## config.mk

```make
export PLATFORM = sky130hd
export DESIGN_NAME = step_atten_ctrl
export DESIGN_NICKNAME = d
export VERILOG_FILES = /design/src/rtl/atten_pkg.sv /design/src/rtl/atten_sync.sv /design/src/rtl/atten_shreg.sv /design/src/rtl/atten_latch.sv /design/src/rtl/step_atten_ctrl.sv
export SDC_FILE = /design/constraint.sdc
export NUM_CORES = 1
export LEC_CHECK = 0
export BUFFER_PORTS_ARGS = -buffer_cell sky130_fd_sc_hd__buf_4
export CAP_MARGIN = 20
export CORE_MARGIN = 8
export CORE_UTILIZATION = 32
export CTS_CLUSTER_DIAMETER = 80
export CTS_CLUSTER_SIZE = 28
export DETAILED_ROUTE_END_ITERATION = 10
export PLACE_DENSITY = 0.55
export SLEW_MARGIN = 20
export SYNTH_ARGS = -nofsm -noshare
export SYNTH_HDL_FRONTEND = slang
export SYNTH_SLANG_ARGS = --single-unit
```

## constraint.sdc

```tcl
create_clock -name clk -period 1.1 [get_ports clk]
set_input_delay 0.165 -clock clk [delete_from_list [all_inputs] [get_ports clk]]
set_output_delay 0.165 -clock clk [all_outputs]
set_load 0.03 [all_outputs]
```

## src/rtl/atten_pkg.sv

```systemverilog
package atten_pkg;
  localparam int CTRL_W      = 5;
  localparam int SYNC_STAGES = 2;
endpackage

```

## src/rtl/atten_sync.sv

```systemverilog
module atten_sync #(
  parameter int N      = 1,
  parameter int STAGES = atten_pkg::SYNC_STAGES
) (
  input  logic         clk,
  input  logic         rst,
  input  logic [N-1:0] d,
  output logic [N-1:0] q
);
  logic [N-1:0] st [STAGES];

  // during reset every stage takes the raw pins, so no false edge at release
  always_ff @(posedge clk) begin
    if (rst) begin
      for (int i = 0; i < STAGES; i++) st[i] <= d;
    end else begin
      st[0] <= d;
      for (int i = 1; i < STAGES; i++) st[i] <= st[i-1];
    end
  end

  assign q = st[STAGES-1];
endmodule

```

## src/rtl/atten_shreg.sv

```systemverilog
module atten_shreg #(
  parameter int W = atten_pkg::CTRL_W,
  localparam int SW = W + 1
) (
  input  logic          clk,
  input  logic          rst,
  input  logic          mode_raw,
  input  logic [W-1:0]  par_raw,
  input  logic          sclk_s,
  input  logic          sdata_s,
  output logic [SW-1:0] sr
);
  logic sclk_q;
  logic rise;

  assign rise = sclk_s & ~sclk_q;

  always_ff @(posedge clk) begin
    sclk_q <= sclk_s;
    if (rst) begin
      if (mode_raw) sr <= {par_raw, 1'b0};
      else          sr <= '0;
    end else if (rise) begin
      sr <= {sr[SW-2:0], sdata_s};
    end
  end

  // no edge, no shift
  assert_no_edge_hold_R2: assert property (@(posedge clk) disable iff (rst)
    !rise |=> $stable(sr));
  // last bit in lands at bit 0
  assert_shift_in_R2: assert property (@(posedge clk) disable iff (rst)
    rise |=> sr[0] == $past(sdata_s));
endmodule

```

## src/rtl/atten_latch.sv

```systemverilog
module atten_latch #(
  parameter int W = atten_pkg::CTRL_W,
  localparam int SW = W + 1
) (
  input  logic          clk,
  input  logic          rst,
  input  logic          mode_raw,
  input  logic          le_raw,
  input  logic [W-1:0]  par_raw,
  input  logic [1:0]    boot_raw,
  input  logic          mode_s,
  input  logic          le_s,
  input  logic [W-1:0]  par_s,
  input  logic [SW-1:0] sr,
  output logic [W-1:0]  state_q,
  output logic          err_q
);
  logic [W-1:0] src;
  logic [W-1:0] boot_val;

  assign src = mode_s ? sr[SW-1:1] : par_s;

  always_comb begin
    case (boot_raw)
      2'b00:   boot_val = '0;
      2'b01:   boot_val = W'(1) << (W - 2);
      2'b10:   boot_val = W'(1) << (W - 1);
      default: boot_val = '1;
    endcase
  end

  always_ff @(posedge clk) begin
    if (rst) begin
      err_q <= 1'b0;
      if (mode_raw || le_raw) state_q <= par_raw;
      else                    state_q <= boot_val;
    end else if (le_s) begin
      if (mode_s && sr[0]) err_q   <= 1'b1;
      else                 state_q <= src;
    end
  end

  assert_closed_hold_R3: assert property (@(posedge clk) disable iff (rst)
    !le_s |=> $stable(state_q));
  assert_par_follow_R3: assert property (@(posedge clk) disable iff (rst)
    (le_s && !mode_s) |=> state_q == $past(par_s));
  assert_ser_follow_R2: assert property (@(posedge clk) disable iff (rst)
    (le_s && mode_s && !sr[0]) |=> state_q == $past(sr[SW-1:1]));
  assert_bad_stop_R5: assert property (@(posedge clk) disable iff (rst)
    (le_s && mode_s && sr[0]) |=> ($stable(state_q) && err_q));
  assert_err_sticky_R5: assert property (@(posedge clk) disable iff (rst)
    err_q |=> err_q);
endmodule

```

## src/rtl/step_atten_ctrl.sv

```systemverilog
module step_atten_ctrl #(
  parameter int W = atten_pkg::CTRL_W,
  localparam int SW   = W + 1,
  localparam int DB_W = $clog2(1 << W)
) (
  input  logic            clk,
  input  logic            rst,
  input  logic            ser_mode,
  input  logic [W-1:0]    par_bits,
  input  logic            ser_data,
  input  logic            ser_clk,
  input  logic            lat_en,
  input  logic [1:0]      boot_sel,
  output logic [W-1:0]    state,
  output logic [DB_W-1:0] atten_db,
  output logic            stop_err
);
  localparam int BUS_W = W + 4;

  logic [BUS_W-1:0] bus_s;
  logic             mode_s, le_s, sclk_s, sdata_s;
  logic [W-1:0]     par_s;
  logic [SW-1:0]    sr;

  atten_sync #(.N(BUS_W)) u_sync (
    .clk (clk),
    .rst (rst),
    .d   ({ser_mode, lat_en, ser_clk, ser_data, par_bits}),
    .q   (bus_s)
  );

  assign {mode_s, le_s, sclk_s, sdata_s, par_s} = bus_s;

  atten_shreg #(.W(W)) u_shreg (
    .clk      (clk),
    .rst      (rst),
    .mode_raw (ser_mode),
    .par_raw  (par_bits),
    .sclk_s   (sclk_s),
    .sdata_s  (sdata_s),
    .sr       (sr)
  );

  atten_latch #(.W(W)) u_latch (
    .clk      (clk),
    .rst      (rst),
    .mode_raw (ser_mode),
    .le_raw   (lat_en),
    .par_raw  (par_bits),
    .boot_raw (boot_sel),
    .mode_s   (mode_s),
    .le_s     (le_s),
    .par_s    (par_s),
    .sr       (sr),
    .state_q  (state),
    .err_q    (stop_err)
  );

  // weighted sum of the latched bits, built as an adder chain
  logic [DB_W-1:0] part [W+1];
  assign part[0] = '0;
  for (genvar i = 0; i < W; i++) begin : g_wsum
    assign part[i+1] = part[i] + (state[i] ? DB_W'(1 << i) : DB_W'(0));
  end
  assign atten_db = part[W];
endmodule

```

Yosys cells after proc, flatten, opt, wreduce, memory -nomap -nowiden
Memories as Yosys holds them, arrays and structs flattened.
Index checks and enable logic that the tools add are counted.
- output and inout bits: 11
- register bits: 13
- bits in writable memories: 18
- memories kept: 1
- bits of input ports: 13
- logic and storage cells: 42
- multiplexer cells: 19
- bitwise logic cells: 4
- equality and inequality tests: 3
- add/subtract/negate cells: 4
- reductions and logical operators: 7
- memory list (name ; depth ; width ; rd ports ; clocked after Yosys merged registers in ; write ports ; line ; RTL):
    u_sync.st ; 2 ; 9 ; 2 ; 0 ; 2 ; atten_sync.sv:10 ; logic [N-1:0] st [STAGES];
- operator list (kind ; number):
    $mux W5 ; 6
    $mux W6 ; 3
    $mux W9 ; 2
    $pmux W5 S3 ; 1
    $add A4 B4 Y5 ; 1
    $add A5 B5 Y5 ; 1
    $add A3 B3 Y4 ; 1
    $mux W1 ; 4
    $mux W4 ; 1
    $reduce_and A2 Y1 ; 2
    $reduce_bool A2 Y1 ; 2
    $add A1 B2 Y3 ; 1
    $mux W3 ; 1
    $eq A2 B1 Y1 const B ; 1
    $eq A2 B2 Y1 const B ; 1
    $logic_not A2 Y1 ; 1
    $mux W2 ; 1
    $ne A2 B2 Y1 const B ; 1
    $or A1 B1 Y1 ; 2
    $and A1 B1 Y1 ; 1
    $logic_and A1 B1 Y1 ; 1
    $logic_or A1 B1 Y1 ; 1
    $not A1 Y1 ; 1

Depth between registers and ports, before layout
- word-level depth: 5
- depth in mapped cells: 4
- gate-level depth less buffers: 3

Cells and area by module
A second synthesis with hierarchy kept.
- cell total of the unflattened synthesis: 102
- area, all modules: 1297.5 um^2
- by module, submodules not included (module ; cells each ; times used ; seq. area each (um^2) ; area each (um^2)):
    atten_sync ; 37 ; 1 ; 360.3 ; 574.3
    atten_latch ; 34 ; 1 ; 170.2 ; 384.1
    atten_shreg ; 26 ; 1 ; 200.2 ; 301.5
    step_atten_ctrl ; 5 ; 1 ; 0.0 ; 37.5

Worst setup path after synthesis
Ideal clock, no wire load.
- path type: reg2reg
- from: mem u_sync.st[0][17] (netlist bit)
- to: reg u_latch.state_q[2], data pin
- stages on the path, launching flop included: 5
- arrival time: 0.755 ns
- path buffers: 1
- data required time: 0.836 ns
- slack: 0.081 ns
- period minus slack after synthesis: 1.019 ns
- setup time: 0.264 ns
- cell sequence: dfxtp_1 -> buf_4 -> nor2b_1 -> a211oi_1 -> a31oi_1
- RTL lines (element ; line ; RTL):
    from (decl) ; atten_sync.sv:10 ;
    to (signal assigned) ; atten_latch.sv:35 ; if (mode_raw || le_raw) state_q <= par_raw;
    to (signal assigned) ; atten_latch.sv:36 ; else state_q <= boot_val;
    to (signal assigned) ; atten_latch.sv:39 ; else state_q <= src;
    to (decl) ; atten_latch.sv:15 ; output logic [W-1:0] state_q,

==> reports/metrics.yaml <==
status: "complete, no violations"
core_area_mm2: 0.003661
endpoint_kind: "flop"
fin_crit_ps: 1024
finalSetupViolCount: 0
ff2ff_path_depth: 3
antenna_cells: 0
grt_start_max_net_pins: 20
drc: 0
die_area_mm2: 0.006019
hpwl_um: 1525
cp.arrival_ps: 1040
drtIter0Drc: 29
multiInputGateArea_um2: 376.6
cts.sinks: 31
drv_cap: 0
grt_antenna_before_repair: 0
clock_path_buffers: 2
ant_nets: 0
die_h_um: 77.59
gp_congestion: 0.7146
vias: 723
first_pass_iters: 4
htree_levels: 2
critical_path.startpoint_type: "flop"
clock_latency_ps: 280
hold_viol: 0
vias_per_cell: 4.253
fin_crit_sh: 0.9314
power.leakage_nw: 0.6372
worst_slew_pin_slew_ps: 249.1
die_x_um: 77.59
mostFrequentLayoutCells: "buf_4 (27), dfxtp_1 (19), edfxtp_1 (11)"
cts_tree: "yes"
track_usage: 0.07213
yosysSeqAreaShare: 0.6021
drv_slew: 0
finalPower_w: 0.002573
mostFrequentLayoutCell: "buf_4"
fin_cells: 170
grt_pass1_wl_um: 3436
start_util: 0.3315
nets: 134
fill_cells: 342
synth_cell_types: 20
port-buffer-count: 23
critPathKind: "reg -> reg"
worstPathRequired_ps: 1110
wl_um: 2086
wl_per_cell_um: 12.27
yosysWarnings: 0
io-pin-count: 24
overflow: 0
syn-cell-area_mm2: 0.001214
seq_area_um2: 734.5
fin_skew_ps: 6.412
slew-limit-headroom: 0.8339
drive_above_1_share: 0.3770
rsz0062_at_grt: "false"
cts_buffers: 5
fmax_mhz: 976.1
dp.cells: 160
synth-seq-cells: 31
power.density_mw_per_mm2: 1697
path_max_fanout: 10
clock-root-buffer: "clkbuf_8"
min_path_cells: 1
syn2layout_area_growth_pct: 24.95
syn_nets: 108
num_rows: 22
hold_path.class: "in -> reg"
synth_area_per_cell_um2: 12.78
post_cts_buffers: 0
grt_pass1_vias: 746
synthCells: 95
clkTransAtPathRegs_ps: 60
peakVddDrop_uv: 664.8
[power breakdown]
part / switching [W] / leakage [nW] / internal, W / total [W]
Combinational: 0.000220 / 0.316 / 0.000188 / 0.000408
Sequential: 0.0000416 / 0.282 / 0.00130 / 0.00134
Clock: 0.000379 / 0.0395 / 0.000448 / 0.000827
Total: 0.000641 / 0.637 / 0.00193 / 0.00257
[area by class of cell]
class                      instances  share of cell area
tap                               48             0.03960
clock buffer                       8             0.05281
timing repair buffer              30              0.1601
inverter                           6             0.01485
sequential                        31              0.4843
multi-input combinational         47              0.2484
[cells by family after synthesis]
| kind of cell | Yosys count | synth area share |
|---|---|---|
| DFF | 31 | 0.6021 |
| and+or+nand+nor | 15 | 0.08247 |
| buffers and inverters | 17 | 0.09175 |
| AOI/OAI and AO/OA | 21 | 0.1052 |
| muxes | 11 | 0.1186 |
[metrics by stage]
| step | worst slack, ps | TNS (ps) | instance area (um2) | utilization | hold slack [ps] |
|---|---|---|---|---|---|
| floorplan | 81.15 | 0 | 1214 | - | 192.7 |
| global placement | 21.10 | 0 | 1408 | 0.3845 | 279.1 |
| detailed placement | -95.12 | -199.1 | 1408 | 0.3845 | 281.8 |
| CTS | 51.58 | 0 | 1514 | 0.4135 | 9.292 |
| global route | 32.06 | 0 | 1516 | 0.4142 | 4.212 |
| finish | 75.50 | 0 | 1516 | 0.4142 | 14.83 |
[path summary, 6_finish.rpt]
kind	start	endpoint	slack (ps)
min	par_bits[0]	u_sync.st[0][0]	10
max reg2reg	u_sync.st[0][17]	u_latch.state_q[0]	80
min reg2reg	u_sync.st[0][15]	u_shreg.sclk_q	360
max	u_sync.st[0][17]	u_latch.state_q[0]	80
[state kept, by name, indices dropped and copies added, names as in the netlist]
name and cells:
u_sync.st 18, u_shreg.sr 6, u_latch.state_q 5, u_latch.err_q 1, u_shreg.sclk_q 1
[metal layers]
layer / routed length (um) / vias up / GRT usage
li1: - / 377 / -
met1: 945 / 315 / 0.08016
met2: 921 / 28 / 0.1044
met3: 188 / 3 / 0.04724
met4: 31 / 0 / 0.03396
met5: 0 / - / 0
[synth_stat cells, drive strengths merged]
| cell type | number | share of area |
|---|---|---|
| inv | 6 | 0.019 |
| a211oi | 5 | 0.031 |
| o21ai | 8 | 0.033 |
| a21o | 2 | 0.012 |
| dfxtp | 20 | 0.33 |
| a21oi | 2 | 0.0082 |
| nand2 | 1 | 0.0031 |
| a31oi | 4 | 0.021 |
| mux2 | 9 | 0.10 |
| nand3 | 6 | 0.029 |
| edfxtp | 11 | 0.27 |
| nor2b | 6 | 0.031 |
| nor2 | 2 | 0.020 |
| mux2i | 2 | 0.016 |
| buf | 11 | 0.073 |
[worst max-delay path: stages, from the launching register on]
cell	delay (ps)
dfxtp_4	370
buf_4	140
a211oi_2	190
a31oi_1	70
[repair_timing]
| action | CTS | global route |
|---|---|---|
| resized for setup | 2 | 1 |
| endpoints found under the setup margin | 9 | 1 |
| hold buffers | 2 | 0 |
| endpoints found under the hold margin | 2 | 0 |
Power figures use the tool's default switching activity.
